`config.mk`:
```
export PLATFORM = sky130hd
export DESIGN_NAME = spi_word_master
export DESIGN_NICKNAME = d
export VERILOG_FILES = /design/src/rtl/spi_word_pkg.sv /design/src/rtl/spi_word_ctrl.sv /design/src/rtl/spi_word_dp.sv /design/src/rtl/spi_word_master.sv
export SDC_FILE = /design/constraint.sdc
export NUM_CORES = 1
export LEC_CHECK = 0
export ABC_CLOCK_PERIOD_IN_PS = 4300
export BUFFER_PORTS_ARGS = -buffer_cell sky130_fd_sc_hd__buf_2
export CORE_MARGIN = 4
export CORE_UTILIZATION = 45
export CTS_BUF_LIST = sky130_fd_sc_hd__clkbuf_2
export DETAILED_ROUTE_END_ITERATION = 8
export PLACE_DENSITY = 0.68
export SLEW_MARGIN = 10
export SYNTH_ARGS = -nofsm -noshare
export SYNTH_HDL_FRONTEND = slang
export SYNTH_SLANG_ARGS = --single-unit
```
`constraint.sdc`:
```
create_clock -name clk -period 4.3 [get_ports clk]
set_clock_uncertainty 0.15 [all_clocks]
set_input_delay 0.215 -clock clk [delete_from_list [all_inputs] [get_ports clk]]
set_output_delay 0.215 -clock clk [all_outputs]
set_load 0.005 [all_outputs]
```
`src/rtl/spi_word_pkg.sv`:
```
package spi_word_pkg;
  localparam int WORD_W = 32;
  localparam int LEN_W  = $clog2(WORD_W);
  localparam int RATE_W = 3;
  localparam int SEL_W  = 2;
  localparam int IDX_W  = 3;

  // word indices (address bits 4:2)
  localparam logic [IDX_W-1:0] IDX_RXRST  = 3'd0;
  localparam logic [IDX_W-1:0] IDX_TX     = 3'd1;
  localparam logic [IDX_W-1:0] IDX_CTRL   = 3'd2;
  localparam logic [IDX_W-1:0] IDX_PERIOD = 3'd6;

  // control bit positions
  localparam int B_EN   = 0;
  localparam int B_MST  = 1;
  localparam int B_XCH  = 2;
  localparam int B_POL  = 4;
  localparam int B_PHA  = 5;
  localparam int B_LVL  = 7;
  localparam int B_LEN  = 8;
  localparam int B_RATE = 16;
  localparam int B_SEL  = 24;
  localparam logic [WORD_W-1:0] CTRL_MASK = 32'h0307_1FFB;

  typedef struct packed {
    logic [SEL_W-1:0]  sel;
    logic [RATE_W-1:0] rate;
    logic [LEN_W-1:0]  lenM1;
    logic              ssHigh;
    logic              pha;
    logic              pol;
  } xferCfg_t;

  typedef struct packed {
    logic start;
    logic abort;
  } dpStrobe_t;

  function automatic xferCfg_t decodeCfg(input logic [WORD_W-1:0] w);
    xferCfg_t c;
    c.sel    = w[B_SEL +: SEL_W];
    c.rate   = w[B_RATE +: RATE_W];
    c.lenM1  = w[B_LEN +: LEN_W];
    c.ssHigh = w[B_LVL];
    c.pha    = w[B_PHA];
    c.pol    = w[B_POL];
    return c;
  endfunction
endpackage

```
`src/rtl/spi_word_ctrl.sv`:
```
module spi_word_ctrl import spi_word_pkg::*; #(
  parameter int DATA_W   = WORD_W,
  parameter int ADDR_W   = 5,
  parameter int PERIOD_W = 16
) (
  input  logic              clk,
  input  logic              rstN,
  input  logic              busWr,
  input  logic [ADDR_W-1:0] busAddr,
  input  logic [DATA_W-1:0] busWdata,
  output logic [DATA_W-1:0] busRdata,
  input  logic              dpBusy,
  input  logic              dpDone,
  input  logic [DATA_W-1:0] dpRxWord,
  output dpStrobe_t         stb,
  output xferCfg_t          loadCfg,
  output logic              idlePol,
  output logic              idleHigh,
  output logic [DATA_W-1:0] txWord
);
  logic [DATA_W-1:0]   ctrlQ, txQ, rxQ;
  logic [PERIOD_W-1:0] periodQ;
  logic [IDX_W-1:0]    idx;
  logic wrRst, wrCtrl, wrTx, wrPer, startOk;
  logic unusedBits;

  assign idx        = busAddr[ADDR_W-1:2];
  assign unusedBits = ^busAddr[1:0];

  always_comb begin
    wrRst   = busWr && (idx == IDX_RXRST);
    wrTx    = busWr && (idx == IDX_TX);
    wrPer   = busWr && (idx == IDX_PERIOD);
    wrCtrl  = busWr && (idx == IDX_CTRL) && !dpBusy;
    startOk = wrCtrl && busWdata[B_XCH] && busWdata[B_EN] && busWdata[B_MST];
  end

  always_ff @(posedge clk or negedge rstN) begin
    if (!rstN) begin
      ctrlQ   <= '0;
      txQ     <= '0;
      rxQ     <= '0;
      periodQ <= '0;
    end else if (wrRst) begin
      ctrlQ   <= '0;
      txQ     <= '0;
      rxQ     <= '0;
      periodQ <= '0;
    end else begin
      if (wrCtrl) ctrlQ   <= busWdata & CTRL_MASK;
      if (wrTx)   txQ     <= busWdata;
      if (wrPer)  periodQ <= busWdata[PERIOD_W-1:0];
      if (dpDone) rxQ     <= dpRxWord;
    end
  end

  always_comb begin
    unique case (idx)
      IDX_RXRST:  busRdata = rxQ;
      IDX_TX:     busRdata = txQ;
      IDX_CTRL:   busRdata = ctrlQ | (DATA_W'(dpBusy) << B_XCH);
      IDX_PERIOD: busRdata = DATA_W'(periodQ);
      default:    busRdata = '0;
    endcase
  end

  assign stb.start = startOk;
  assign stb.abort = wrRst;
  assign loadCfg   = decodeCfg(busWdata);
  assign idlePol   = ctrlQ[B_POL];
  assign idleHigh  = ctrlQ[B_LVL];
  assign txWord    = txQ;
endmodule

```
`src/rtl/spi_word_dp.sv`:
```
module spi_word_dp import spi_word_pkg::*; #(
  parameter int DATA_W = WORD_W,
  parameter int CS_N   = 1 << SEL_W
) (
  input  logic              clk,
  input  logic              rstN,
  input  dpStrobe_t         stb,
  input  xferCfg_t          loadCfg,
  input  logic              idlePol,
  input  logic              idleHigh,
  input  logic [DATA_W-1:0] txWord,
  input  logic              miso,
  output logic              busy,
  output logic              done,
  output logic [DATA_W-1:0] rxWord,
  output logic              sclk,
  output logic              mosi,
  output logic [CS_N-1:0]   csOut
);
  localparam int DIV_W  = (1 << RATE_W) + 1;
  localparam int EDGE_W = LEN_W + 1;

  xferCfg_t          act;
  logic              run, sclkQ;
  logic [DIV_W-1:0]  divCnt, halfM1;
  logic [EDGE_W-1:0] edgeCnt;
  logic [DATA_W-1:0] txSh, rxSh, rxNext;
  logic [RATE_W:0]   shAmt;
  logic tick, sampleNow, shiftNow, lastEdge, lvl;

  always_comb begin
    shAmt     = {1'b0, act.rate} + 1'b1;
    halfM1    = (DIV_W'(1) << shAmt) - DIV_W'(1);
    tick      = run && (divCnt == halfM1);
    sampleNow = tick && (edgeCnt[0] == act.pha);
    shiftNow  = tick && (edgeCnt[0] != act.pha) && !(act.pha && edgeCnt == '0);
    lastEdge  = tick && (edgeCnt == {act.lenM1, 1'b1});
    rxNext    = {rxSh[DATA_W-2:0], miso};
  end

  always_ff @(posedge clk or negedge rstN) begin
    if (!rstN) begin
      run <= 1'b0; act <= '0; divCnt <= '0; edgeCnt <= '0;
      sclkQ <= 1'b0; txSh <= '0; rxSh <= '0;
    end else if (stb.abort) begin
      run <= 1'b0; divCnt <= '0; edgeCnt <= '0; sclkQ <= 1'b0;
      txSh <= '0; rxSh <= '0;
    end else if (stb.start) begin
      run     <= 1'b1;
      act     <= loadCfg;
      divCnt  <= '0;
      edgeCnt <= '0;
      sclkQ   <= loadCfg.pol;
      txSh    <= txWord << (LEN_W'(DATA_W - 1) - loadCfg.lenM1);
      rxSh    <= '0;
    end else if (tick) begin
      divCnt  <= '0;
      sclkQ   <= ~sclkQ;
      edgeCnt <= edgeCnt + 1'b1;
      if (sampleNow) rxSh <= rxNext;
      if (shiftNow)  txSh <= txSh << 1;
      if (lastEdge)  run  <= 1'b0;
    end else if (run) begin
      divCnt <= divCnt + 1'b1;
    end
  end

  assign busy   = run;
  assign done   = lastEdge;
  assign rxWord = sampleNow ? rxNext : rxSh;
  assign sclk   = run ? sclkQ : idlePol;
  assign mosi   = txSh[DATA_W-1];
  assign lvl    = run ? act.ssHigh : idleHigh;

  for (genvar i = 0; i < CS_N; i++) begin : g_cs
    assign csOut[i] = (run && act.sel == SEL_W'(i)) ? lvl : ~lvl;
  end
endmodule

```
`src/rtl/spi_word_master.sv`:
```
module spi_word_master import spi_word_pkg::*; #(
  parameter int DATA_W = WORD_W,
  parameter int ADDR_W = 5,
  parameter int CS_N   = 1 << SEL_W
) (
  input  logic              clk,
  input  logic              rstN,
  input  logic              busWr,
  input  logic [ADDR_W-1:0] busAddr,
  input  logic [DATA_W-1:0] busWdata,
  output logic [DATA_W-1:0] busRdata,
  input  logic              miso,
  output logic              sclk,
  output logic              mosi,
  output logic [CS_N-1:0]   csOut
);
  dpStrobe_t         stb;
  xferCfg_t          loadCfg;
  logic              idlePol, idleHigh, dpBusy, dpDone;
  logic [DATA_W-1:0] txWord, dpRxWord;

  spi_word_ctrl #(.DATA_W(DATA_W), .ADDR_W(ADDR_W)) u_ctrl (
    .clk(clk), .rstN(rstN), .busWr(busWr), .busAddr(busAddr),
    .busWdata(busWdata), .busRdata(busRdata), .dpBusy(dpBusy),
    .dpDone(dpDone), .dpRxWord(dpRxWord), .stb(stb), .loadCfg(loadCfg),
    .idlePol(idlePol), .idleHigh(idleHigh), .txWord(txWord)
  );

  spi_word_dp #(.DATA_W(DATA_W), .CS_N(CS_N)) u_dp (
    .clk(clk), .rstN(rstN), .stb(stb), .loadCfg(loadCfg),
    .idlePol(idlePol), .idleHigh(idleHigh), .txWord(txWord), .miso(miso),
    .busy(dpBusy), .done(dpDone), .rxWord(dpRxWord), .sclk(sclk),
    .mosi(mosi), .csOut(csOut)
  );
endmodule

```
Word level (Yosys, flattened, before mapping)
Index checks and enable logic that the tools add are counted.
{ "word_totals": {"word_cells": 107, "output_inout_bits": 38, "register_bits": 205, "inputBits": 41} }
{ "op_classes": {"n_reduce_logical": 34, "add_sub_neg": 5, "bitwise": 4, "n_shift": 2, "n_mux": 37, "eq_ne": 10} }
{ "op_table": {"columns": ["op", "n"], "rows": [
  ["32-bit 2-to-1 mux", 14],
  ["32-bit case mux with 4 select lines", 1],
  ["9-bit 2-to-1 mux", 4],
  ["16-bit 2-to-1 mux", 2],
  ["32-bit by 3-bit OR with 32-bit output", 1],
  ["32-bit by 5-bit << shifter with 32-bit output", 1],
  ["1-bit logical AND", 18],
  ["6-bit 2-to-1 mux", 3],
  ["1-bit 2-to-1 mux", 13],
  ["9-bit by 1-bit adder with 9-bit output, second input constant", 1],
  ["9-bit equality test", 1],
  ["3-bit nonzero test", 3],
  ["1-bit by 4-bit << shifter with 9-bit output, first input constant", 1],
  ["9-bit by 2-bit subtractor with 9-bit output, second input constant", 1],
  ["2-bit nonzero test", 4],
  ["6-bit by 1-bit adder with 6-bit output, second input constant", 1],
  ["6-bit equality test", 1],
  ["6-bit zero test", 1],
  ["2-bit AND reduction", 3],
  ["5-bit subtractor, first input constant", 1],
  ["3-bit by 1-bit adder with 4-bit output, second input constant", 1],
  ["2-bit equality test, second input constant", 2],
  ["4-bit nonzero test", 1],
  ["3-bit by 1-bit equality test with 1-bit output, second input constant", 1],
  ["9 further kinds", 12]
]} }

Logic depth before layout (Yosys ltp)
Gate-level depths: netlist of run 1.
{ "depth": {"word_depth": 11, "depth_mapped": 11, "ltp_nobuf": 8} }

Modules after synthesis
From an unflattened synthesis of run 1, not the netlist that was laid out.
{ "unflattened": {"cells_unflattened": 1132, "area_unflattened_um2": 11337.1} }
{ "by_module_without_submodules": {"columns": ["mod", "seq_area_each_um2", "instances", "area_each_um2", "cells_per_inst"], "rows": [
  ["spi_word_dp", 2327.2, 1, 6476.2, 645],
  ["spi_word_ctrl", 2427.3, 1, 4860.9, 487]
]} }

Worst setup path after synthesis of run 1
OpenSTA, ideal clock, no wires.
{ "synth_path": {"path_kind": "reg2reg", "startpoint": "register u_dp.act[10] (netlist name)", "endpoint": "register u_dp.txSh[1]", "arrival_time_ns": 2.736, "required_ns": 4.025, "stages_incl_launch_ff": 11, "path_slack_ns": 1.289, "path_cell_list": "dfrtp_1 buf_4 or3_1 ha_1 nor4b_1 or3_1 a21oi_2 nand4b_4 o21ai_4 buf_6 mux2_2"} }
{ "synth_via": {"elab_chain_cells": 9} }
{ "synth_lines": {"columns": ["item", "line", "text"], "rows": [
  ["start: declaration", "spi_word_dp.sv:23", "xferCfg_t act;"],
  ["start signal: assignment", "spi_word_dp.sv:50", "act <= loadCfg;"],
  ["3-bit by 1-bit adder with 4-bit output (*)", "spi_word_dp.sv:32", "shAmt = {1'b0, act.rate} + 1'b1;"],
  ["1-bit by 4-bit << shifter with 9-bit output (*)", "spi_word_dp.sv:33", "halfM1 = (DIV_W'(1) << shAmt) - DIV_W'(1);"],
  ["9-bit by 2-bit subtractor with 9-bit output (*)", "spi_word_dp.sv:33", null],
  ["9-bit equality test (*)", "spi_word_dp.sv:34", "tick = run && (divCnt == halfM1);"],
  ["1-bit logical AND (*)", "spi_word_dp.sv:34", null],
  ["1-bit logical AND (2 in series)", "spi_word_dp.sv:36", "shiftNow = tick && (edgeCnt[0] != act.pha) && !(act.pha && edgeCnt == '0);"],
  ["3-bit nonzero test (no source line)", null, null],
  ["2-bit AND reduction (no source line) (*)", null, null],
  ["end signal: assignment", "spi_word_dp.sv:54", "txSh <= txWord << (LEN_W'(DATA_W - 1) - loadCfg.lenM1);"],
  ["end signal: assignment", "spi_word_dp.sv:61", "if (shiftNow) txSh <= txSh << 1;"],
  ["end: declaration", "spi_word_dp.sv:27", "logic [DATA_W-1:0] txSh, rxSh, rxNext;"]
]} }
Every way passes the cells marked *; elsewhere a longest branch is shown, timed or not.
A chain may end at the register's enable or synchronous reset.

Worst setup path in the final report of run 1
{ "layout_path": {"startpoint": "register u_dp.act[10] (netlist name)", "endpoint": "register u_ctrl.rxQ[12]"} }
{ "layout_via": {"elab_chain_cells": 9} }
{ "layout_lines": {"columns": ["item", "line", "text"], "rows": [
  ["3-bit by 1-bit adder with 4-bit output (*)", "spi_word_dp.sv:32", null],
  ["1-bit by 4-bit << shifter with 9-bit output (*)", "spi_word_dp.sv:33", null],
  ["9-bit by 2-bit subtractor with 9-bit output (*)", "spi_word_dp.sv:33", null],
  ["9-bit equality test (*)", "spi_word_dp.sv:34", null],
  ["1-bit logical AND (*)", "spi_word_dp.sv:34", null],
  ["1-bit logical AND", "spi_word_dp.sv:35", "sampleNow = tick && (edgeCnt[0] == act.pha);"],
  ["32-bit 2-to-1 mux", null, null],
  ["32-bit 2-to-1 mux", "spi_word_ctrl.sv:53", "if (dpDone) rxQ <= dpRxWord;"],
  ["32-bit 2-to-1 mux", "spi_word_ctrl.sv:44", "end else if (wrRst) begin"],
  ["end signal: assignment", "spi_word_ctrl.sv:53", null],
  ["end: declaration", "spi_word_ctrl.sv:21", "logic [DATA_W-1:0] ctrlQ, txQ, rxQ;"]
]} }
Every way passes the cells marked *; elsewhere a longest branch is shown, timed or not. The select of a mux whose other input is x is not followed.

==> flow_summary.yaml, run 1 <==
power:
  pwr_density_cell_nw_per_um2: 354
  report.power.total_w: 0.00438
  p_leak_nw: 5.56
  ir_drop_uv: 216
worst_setup_path:
  critPathCaptureType: "register"
  critPathMaxFanout: 55
  worst_ep_required_time_ns: 4.88
  crit_chain: "or3_1 > ha_1 > nor4b_1 > or3_1 > a21oi_2 > and4b_2 > buf_4 > a21oi_1 > a211oi_1"
  critical_path_class: "reg2reg"
  crit_path_max_incr_delay_ns: 0.62
  critPathLaunchType: "register"
  crit_arrival_ns: 4.11
  cpMaxStageDelayCell: "dfrtp_1"
  crit_path_frequent_cell: "or3_1"
place:
  gp_congestion: 0.862
  portBuffers: 76
  dp_hpwl_um: 20500
  place_area_sq_um: 11600
cells_and_area:
  fillers: 2262
  syn2layout_area_growth_pct: 11.1
  fin_nets: 1298
  drive_gt1_share_pct: 17.6
  design_area_sq_um: 12400
  layout_common_cells: "nand2_1 (193), dfrtp_1 (190), o21ai_0 (124)"
  final_common_cell: "nand2_1"
worst_hold_path:
  hold_class: "in2reg"
die:
  fp.dieW_um: 165
  core_area_sq_um: 24300
  die_y_um: 165
  row_count: 57
  die-area_sq_um: 27300
  start_util_pct: 45.8
  io_pins: 79
timing:
  setup_viol: 0
  tightestPinTransition_ns: 1.20
  holdWs_ns: 0.0548
  hold_viol: 0
  clock.fmax_mhz: 283
  slew_viol_final: 0
  period_share_pct: 82.0
  finalCriticalPeriod_ns: 3.53
  slew-limit-headroom_pct: 19.8
  grt_setup_unrepaired: "false"
  final.setup.tns_ns: 0
grt:
  grtUsageTotal_pct: 22.8
  antenna_found_initial: 1
  gr-total-overflow: 0
  grt_pass1_vias: 8853
  grt_first_pass_wirelength_um: 49100
  grt_max_degree: 102
logic_synthesis:
  synth_cell_types: 67
  synth_edf_count: 0
  syn-instance-count: 1188
  syn_nets: 1233
  ys_seq_area_share_pct: 42.7
  syn_avg_cell_area_sq_um: 9.37
  synth-seq-cells: 190
  ys_async_sr_fraction_pct: 100
  ys_warn_count: 0
  synth.cell_area_sq_um: 11100
  synthFlopType: "dfrtp_1"
clock_tree:
  htreeDepth: 4
  cts_buffers: 17
  clockBufferDepth: 2
  cts_root_buf: "clkbuf_2"
  clk_latency_ns: 0.79
  cts_tree: "built"
  path_clk_slew_ns: 0.32
  clock_sinks: 190
  post_cts_buffers: 0
detailed_routing:
  route.detailed.drc: 0
  antenna_left: 0
  wl_um: 30700
  wl_per_cell_um: 19.3
  via_count: 9436
  drt-initial-drc-count: 801
  firstDrtPassIters: 7
  vias_per_cell: 5.93
flow_run:
  maxCapViolCount: 0
outcome:
  run_status: "finished, final reports clean"
## path summary, 6_finish.rpt
| check | startpoint | end | depth (start not counted) | slack, ns |
|---|---|---|---|---|
| worst max register to register | u_dp.act[10] | u_ctrl.rxQ[12] | 9 | 0.77 |
| max in group asynchronous | rstN | u_ctrl.ctrlQ[25] | 4 | 3.17 |
| min in group asynchronous | rstN | u_ctrl.txWord[6] | 4 | 0.42 |
| worst min-delay path | busWdata[5] | u_ctrl.ctrlQ[5] | 4 | 0.05 |
| worst min register to register | u_ctrl.periodQ[12] | u_ctrl.periodQ[12] | 2 | 0.37 |
| worst max-delay path | u_dp.act[10] | u_ctrl.rxQ[12] | 9 | 0.77 |
## cells by family after synthesis
group	count (synthesis)	synth area share (%)
fa+ha+maj	4	0.450
mux	161	17.1
simple gates	353	14.5
compound gates	348	18.6
buf+inv	111	5.00
xor+xnor	20	1.57
other cells	1	0.0337
flops	190	42.7
## layout make-up
type                    count  area [sq um]  share of cell area (%)
multi-input cells         887          5850                    47.3
flip-flops and latches    190          4750                    38.4
repair buffers            149          1090                    8.81
well taps                 324           405                    3.28
clock inverters            13           148                    1.19
clock buffers              19          95.1                   0.769
inverters                   8          30.0                   0.243
diodes                      1          2.50                  0.0202
## cells in the mapped netlist (all sizes together) (3+ instances only)
| library cell | instances | share of area [%] |
|---|---|---|
| clkbuf | 59 | 2.0 |
| a31oi | 9 | 0.51 |
| a22oi | 25 | 1.7 |
| xnor2 | 10 | 0.79 |
| nor3 | 7 | 0.46 |
| nand3 | 47 | 2.1 |
| or3 | 8 | 0.45 |
| a22o | 11 | 0.87 |
| nor2b | 6 | 0.34 |
| o22ai | 4 | 0.22 |
| nand2 | 193 | 6.5 |
| nor2 | 49 | 1.7 |
| nor4b | 3 | 0.24 |
| buf | 44 | 2.7 |
| mux2 | 58 | 5.9 |
| and2 | 11 | 0.62 |
| ha | 4 | 0.45 |
| a21oi | 105 | 4.8 |
| nand4 | 7 | 0.39 |
| a211oi | 40 | 2.8 |
| dfrtp | 190 | 43 |
| mux4 | 17 | 3.4 |
| o211ai | 8 | 0.54 |
| nand2b | 6 | 0.34 |
| inv | 8 | 0.27 |
| a21o | 4 | 0.27 |
| mux2i | 86 | 7.7 |
| o21ai | 129 | 5.9 |
| xor2 | 10 | 0.79 |
## layer usage
layer	GRT usage (%)	vias to the layer above	share of wire, %
li1	-	4420	-
met1	32.6	4659	44
met2	35.7	294	48
met3	3.28	63	4.9
met4	8.02	0	2.9
met5	0	-	0
## flip-flops by register name (all words and copies together), names as in the netlist
register	flops
u_dp.sclkQ	1
u_dp.edgeCnt	6
u_dp.act	12
u_dp.divCnt	9
u_ctrl.rxQ	32
u_dp.busy	1
u_ctrl.txWord	32
u_dp.rxSh	32
u_ctrl.periodQ	16
u_ctrl.ctrlQ	17
u_dp.txSh	32
## timing repair
| action | CTS | global route |
|---|---|---|
| hold buffers | 49 | 0 |
| gates resized for setup | 0 | 0 |
| endpoints found under the hold margin | 282 | 0 |
## metrics by stage
stage	setup WS, ns	cells	util, %
2_1_floorplan	1.29	1188	-
3_3_place_gp	0.964	1509	47.8
3_5_place_dp	0.835	1509	47.8
4_1_cts	0.769	1590	50.9
5_1_grt	0.515	1591	50.9
6_report	0.772	1591	50.9
## power breakdown
group	internal, W	switching [W]	total (W)
Clock	0.000200	0.000707	0.000907
Sequential	0.00201	0.000221	0.00223
Combinational	0.000546	0.000692	0.00124
## worst max-delay path: cells and delay by family, from the launching register on
family	cells	cell delay (ns)
buffers and inverters	1	0.50
AND/OR/NAND/NOR	4	1.27
AO/OA/AOI/OAI	3	0.60
adder cells (fa/ha/maj)	1	0.29
flip-flops	1	0.62
Power figures use the tool's default switching activity.
==> run 2: changes to the inputs <==
ABC_CLOCK_PERIOD_IN_PS = 3100   (was 4300)
PLACE_DENSITY = 0.71   (was 0.68)
clock period = 3.1 ns   (was 4.3 ns; I/O delays follow)
==> run 2 against run 1 <==
  * Sequential share of layout area fell by 2.1 points
  * Clock power rose by 33%
  * Critical endpoint is now u_dp.txSh[1]
  * Setup slack got worse by 0.66 ns
==> flow_summary.yaml, run 2 (synthesis gave the netlist of run 1 again) <==
cells_and_area:
  drive_gt1_share_pct: 18.8
  final_util_pct: 53.8
  fillers: 2127
  fin_nets: 1366
  final_common_cell: "nand2_1"
  syn2layout_area_growth_pct: 17.5
  layout_common_cells: "nand2_1 (193), dfrtp_1 (189), o21ai_0 (124)"
  register_area_sq_um: 4760
  multiInputGateArea_sq_um: 5850
worst_setup_path:
  critPathLaunchType: "register"
  ff2ff_setup_slack_ns: 0.12
  crit_end: "u_dp.txSh[1]"
  critPathCaptureType: "register"
  worstReg2RegEnd: "u_dp.txSh[1]"
  crit_path_start: "u_dp.busy"
  r2r_cells: 7
  critPathMaxFanout: 16
  r2r-start: "u_dp.busy"
  worst_ep_required_time_ns: 3.66
  critical_path_class: "reg2reg"
  crit_arrival_ns: 3.54
detailed_routing:
  route.detailed.drc: 0
  vias_per_cell: 5.98
  via_count: 9908
  wl_um: 32600
  firstDrtPassIters: 6
  wl_per_cell_um: 19.7
  drt-initial-drc-count: 858
  antenna_left: 0
clock_tree:
  clock_sinks: 190
  cts_root_buf: "clkbuf_2"
  path_clk_slew_ns: 0.28
  htreeDepth: 4
  cts_tree: "built"
  clk_latency_ns: 0.79
  clockBufferDepth: 2
  cts_buffers: 17
timing:
  slew_viol_final: 0
  hold_viol: 0
  setup_viol: 0
  period_share_pct: 96.3
  tightestPinTransition_ns: 1.01
  finalCriticalPeriod_ns: 2.98
  slew-limit-headroom_pct: 32.5
  clock.fmax_mhz: 335
  final.setup.tns_ns: 0
  holdWs_ns: 0.174
die:
  die-area_sq_um: 27300
  die_y_um: 165
  core_area_sq_um: 24300
  io_pins: 79
  start_util_pct: 45.8
  row_count: 57
  fp.dieW_um: 165
worst_hold_path:
  hold_class: "in2reg"
flow_run:
  maxCapViolCount: 0
power:
  report.power.total_w: 0.00617
  p_leak_nw: 5.85
  pwr_density_cell_nw_per_um2: 471
  ir_drop_uv: 417
grt:
  gr-total-overflow: 0
  grtUsageTotal_pct: 24.0
  antenna_found_initial: 1
  grt_first_pass_wirelength_um: 51800
  grt_pass1_vias: 9512
  grt_max_degree: 71
place:
  dp_hpwl_um: 21600
  gp_congestion: 0.903
  portBuffers: 76
outcome:
  run_status: "finished, final reports clean"
==> run 2: cell count changes in the layout (fill, tap and decap cells not counted), sizes merged <==
cell         delta
buf            +24
clkinv          -1
clkinvlp        +1
dlygate4sd3    +43
==> run 2: routing by layer <==
metal  vias to the layer above  GRT usage (%)  part of all wire [%]
met1                      4850           32.6                    42
met3                        98           3.57                   5.5
met2                       410           38.7                    48
met5                         -              0                     0
li1                       4550              -                     -
met4                         0           9.64                   3.9
==> run 2: per-stage QoR <==
stage | setup WS (ns) | instance area [sq um] | instances
2_1_floorplan | 0.0889 | 11100 | 1188
3_3_place_gp | 0.167 | 11900 | 1532
3_5_place_dp | 0.112 | 11900 | 1532
4_1_cts | 0.0469 | 13000 | 1655
5_1_grt | -0.0145 | 13100 | 1658
6_report | 0.116 | 13100 | 1658
==> run 2: worst max-delay path, cell delays in order (launching register included) <==
cell and delay, ns:
dfrtp_2 0.61, nor4bb_1 0.42, nand3_1 0.13, dlygate4sd3_1 0.62, buf_4 0.22, nand2_1 0.36
o22ai_1 0.14, mux2_2 0.28
==> run 2: final cells by class <==
type	instances	share of cell area, %
repair buffers	217	13.9
inverters	8	0.230
well taps	324	3.10
clock inverters	13	0.966
flip-flops and latches	190	36.4
multi-input cells	887	44.8
diodes	1	0.0191
clock buffers	18	0.689
==> run 2: power by group <==
group          total (W)  leakage [nW]  internal (W)  switching (W)
sequential       0.00310          2.52       0.00279       0.000312
clock            0.00121         0.131      0.000252       0.000956
combinational    0.00186          3.20      0.000849        0.00101
total            0.00617          5.85       0.00389        0.00228
==> run 2: how the worst min path moves through the flow <==
stage                            start               end  cells past startpoint  slack, ns
after floorplan                   rstN   u_ctrl.ctrlQ[0]                      0      -0.29
after global placement            rstN    u_dp.divCnt[7]                      1       0.03
after detailed placement          rstN    u_dp.divCnt[7]                      1       0.03
after CTS                 busWdata[12]  u_ctrl.ctrlQ[12]                      4       0.09
after global routing      busWdata[11]      u_dp.txSh[0]                      4       0.14
final                     busWdata[12]  u_ctrl.ctrlQ[12]                      4       0.17
==> run 2: timing repair <==
action / CTS / global route
setup endpoints to repair: 0 / 68
hold endpoints to repair: 296 / 0
buffers inserted: 0 / 1
gates resized for setup: 0 / 6
hold buffers: 92 / 0
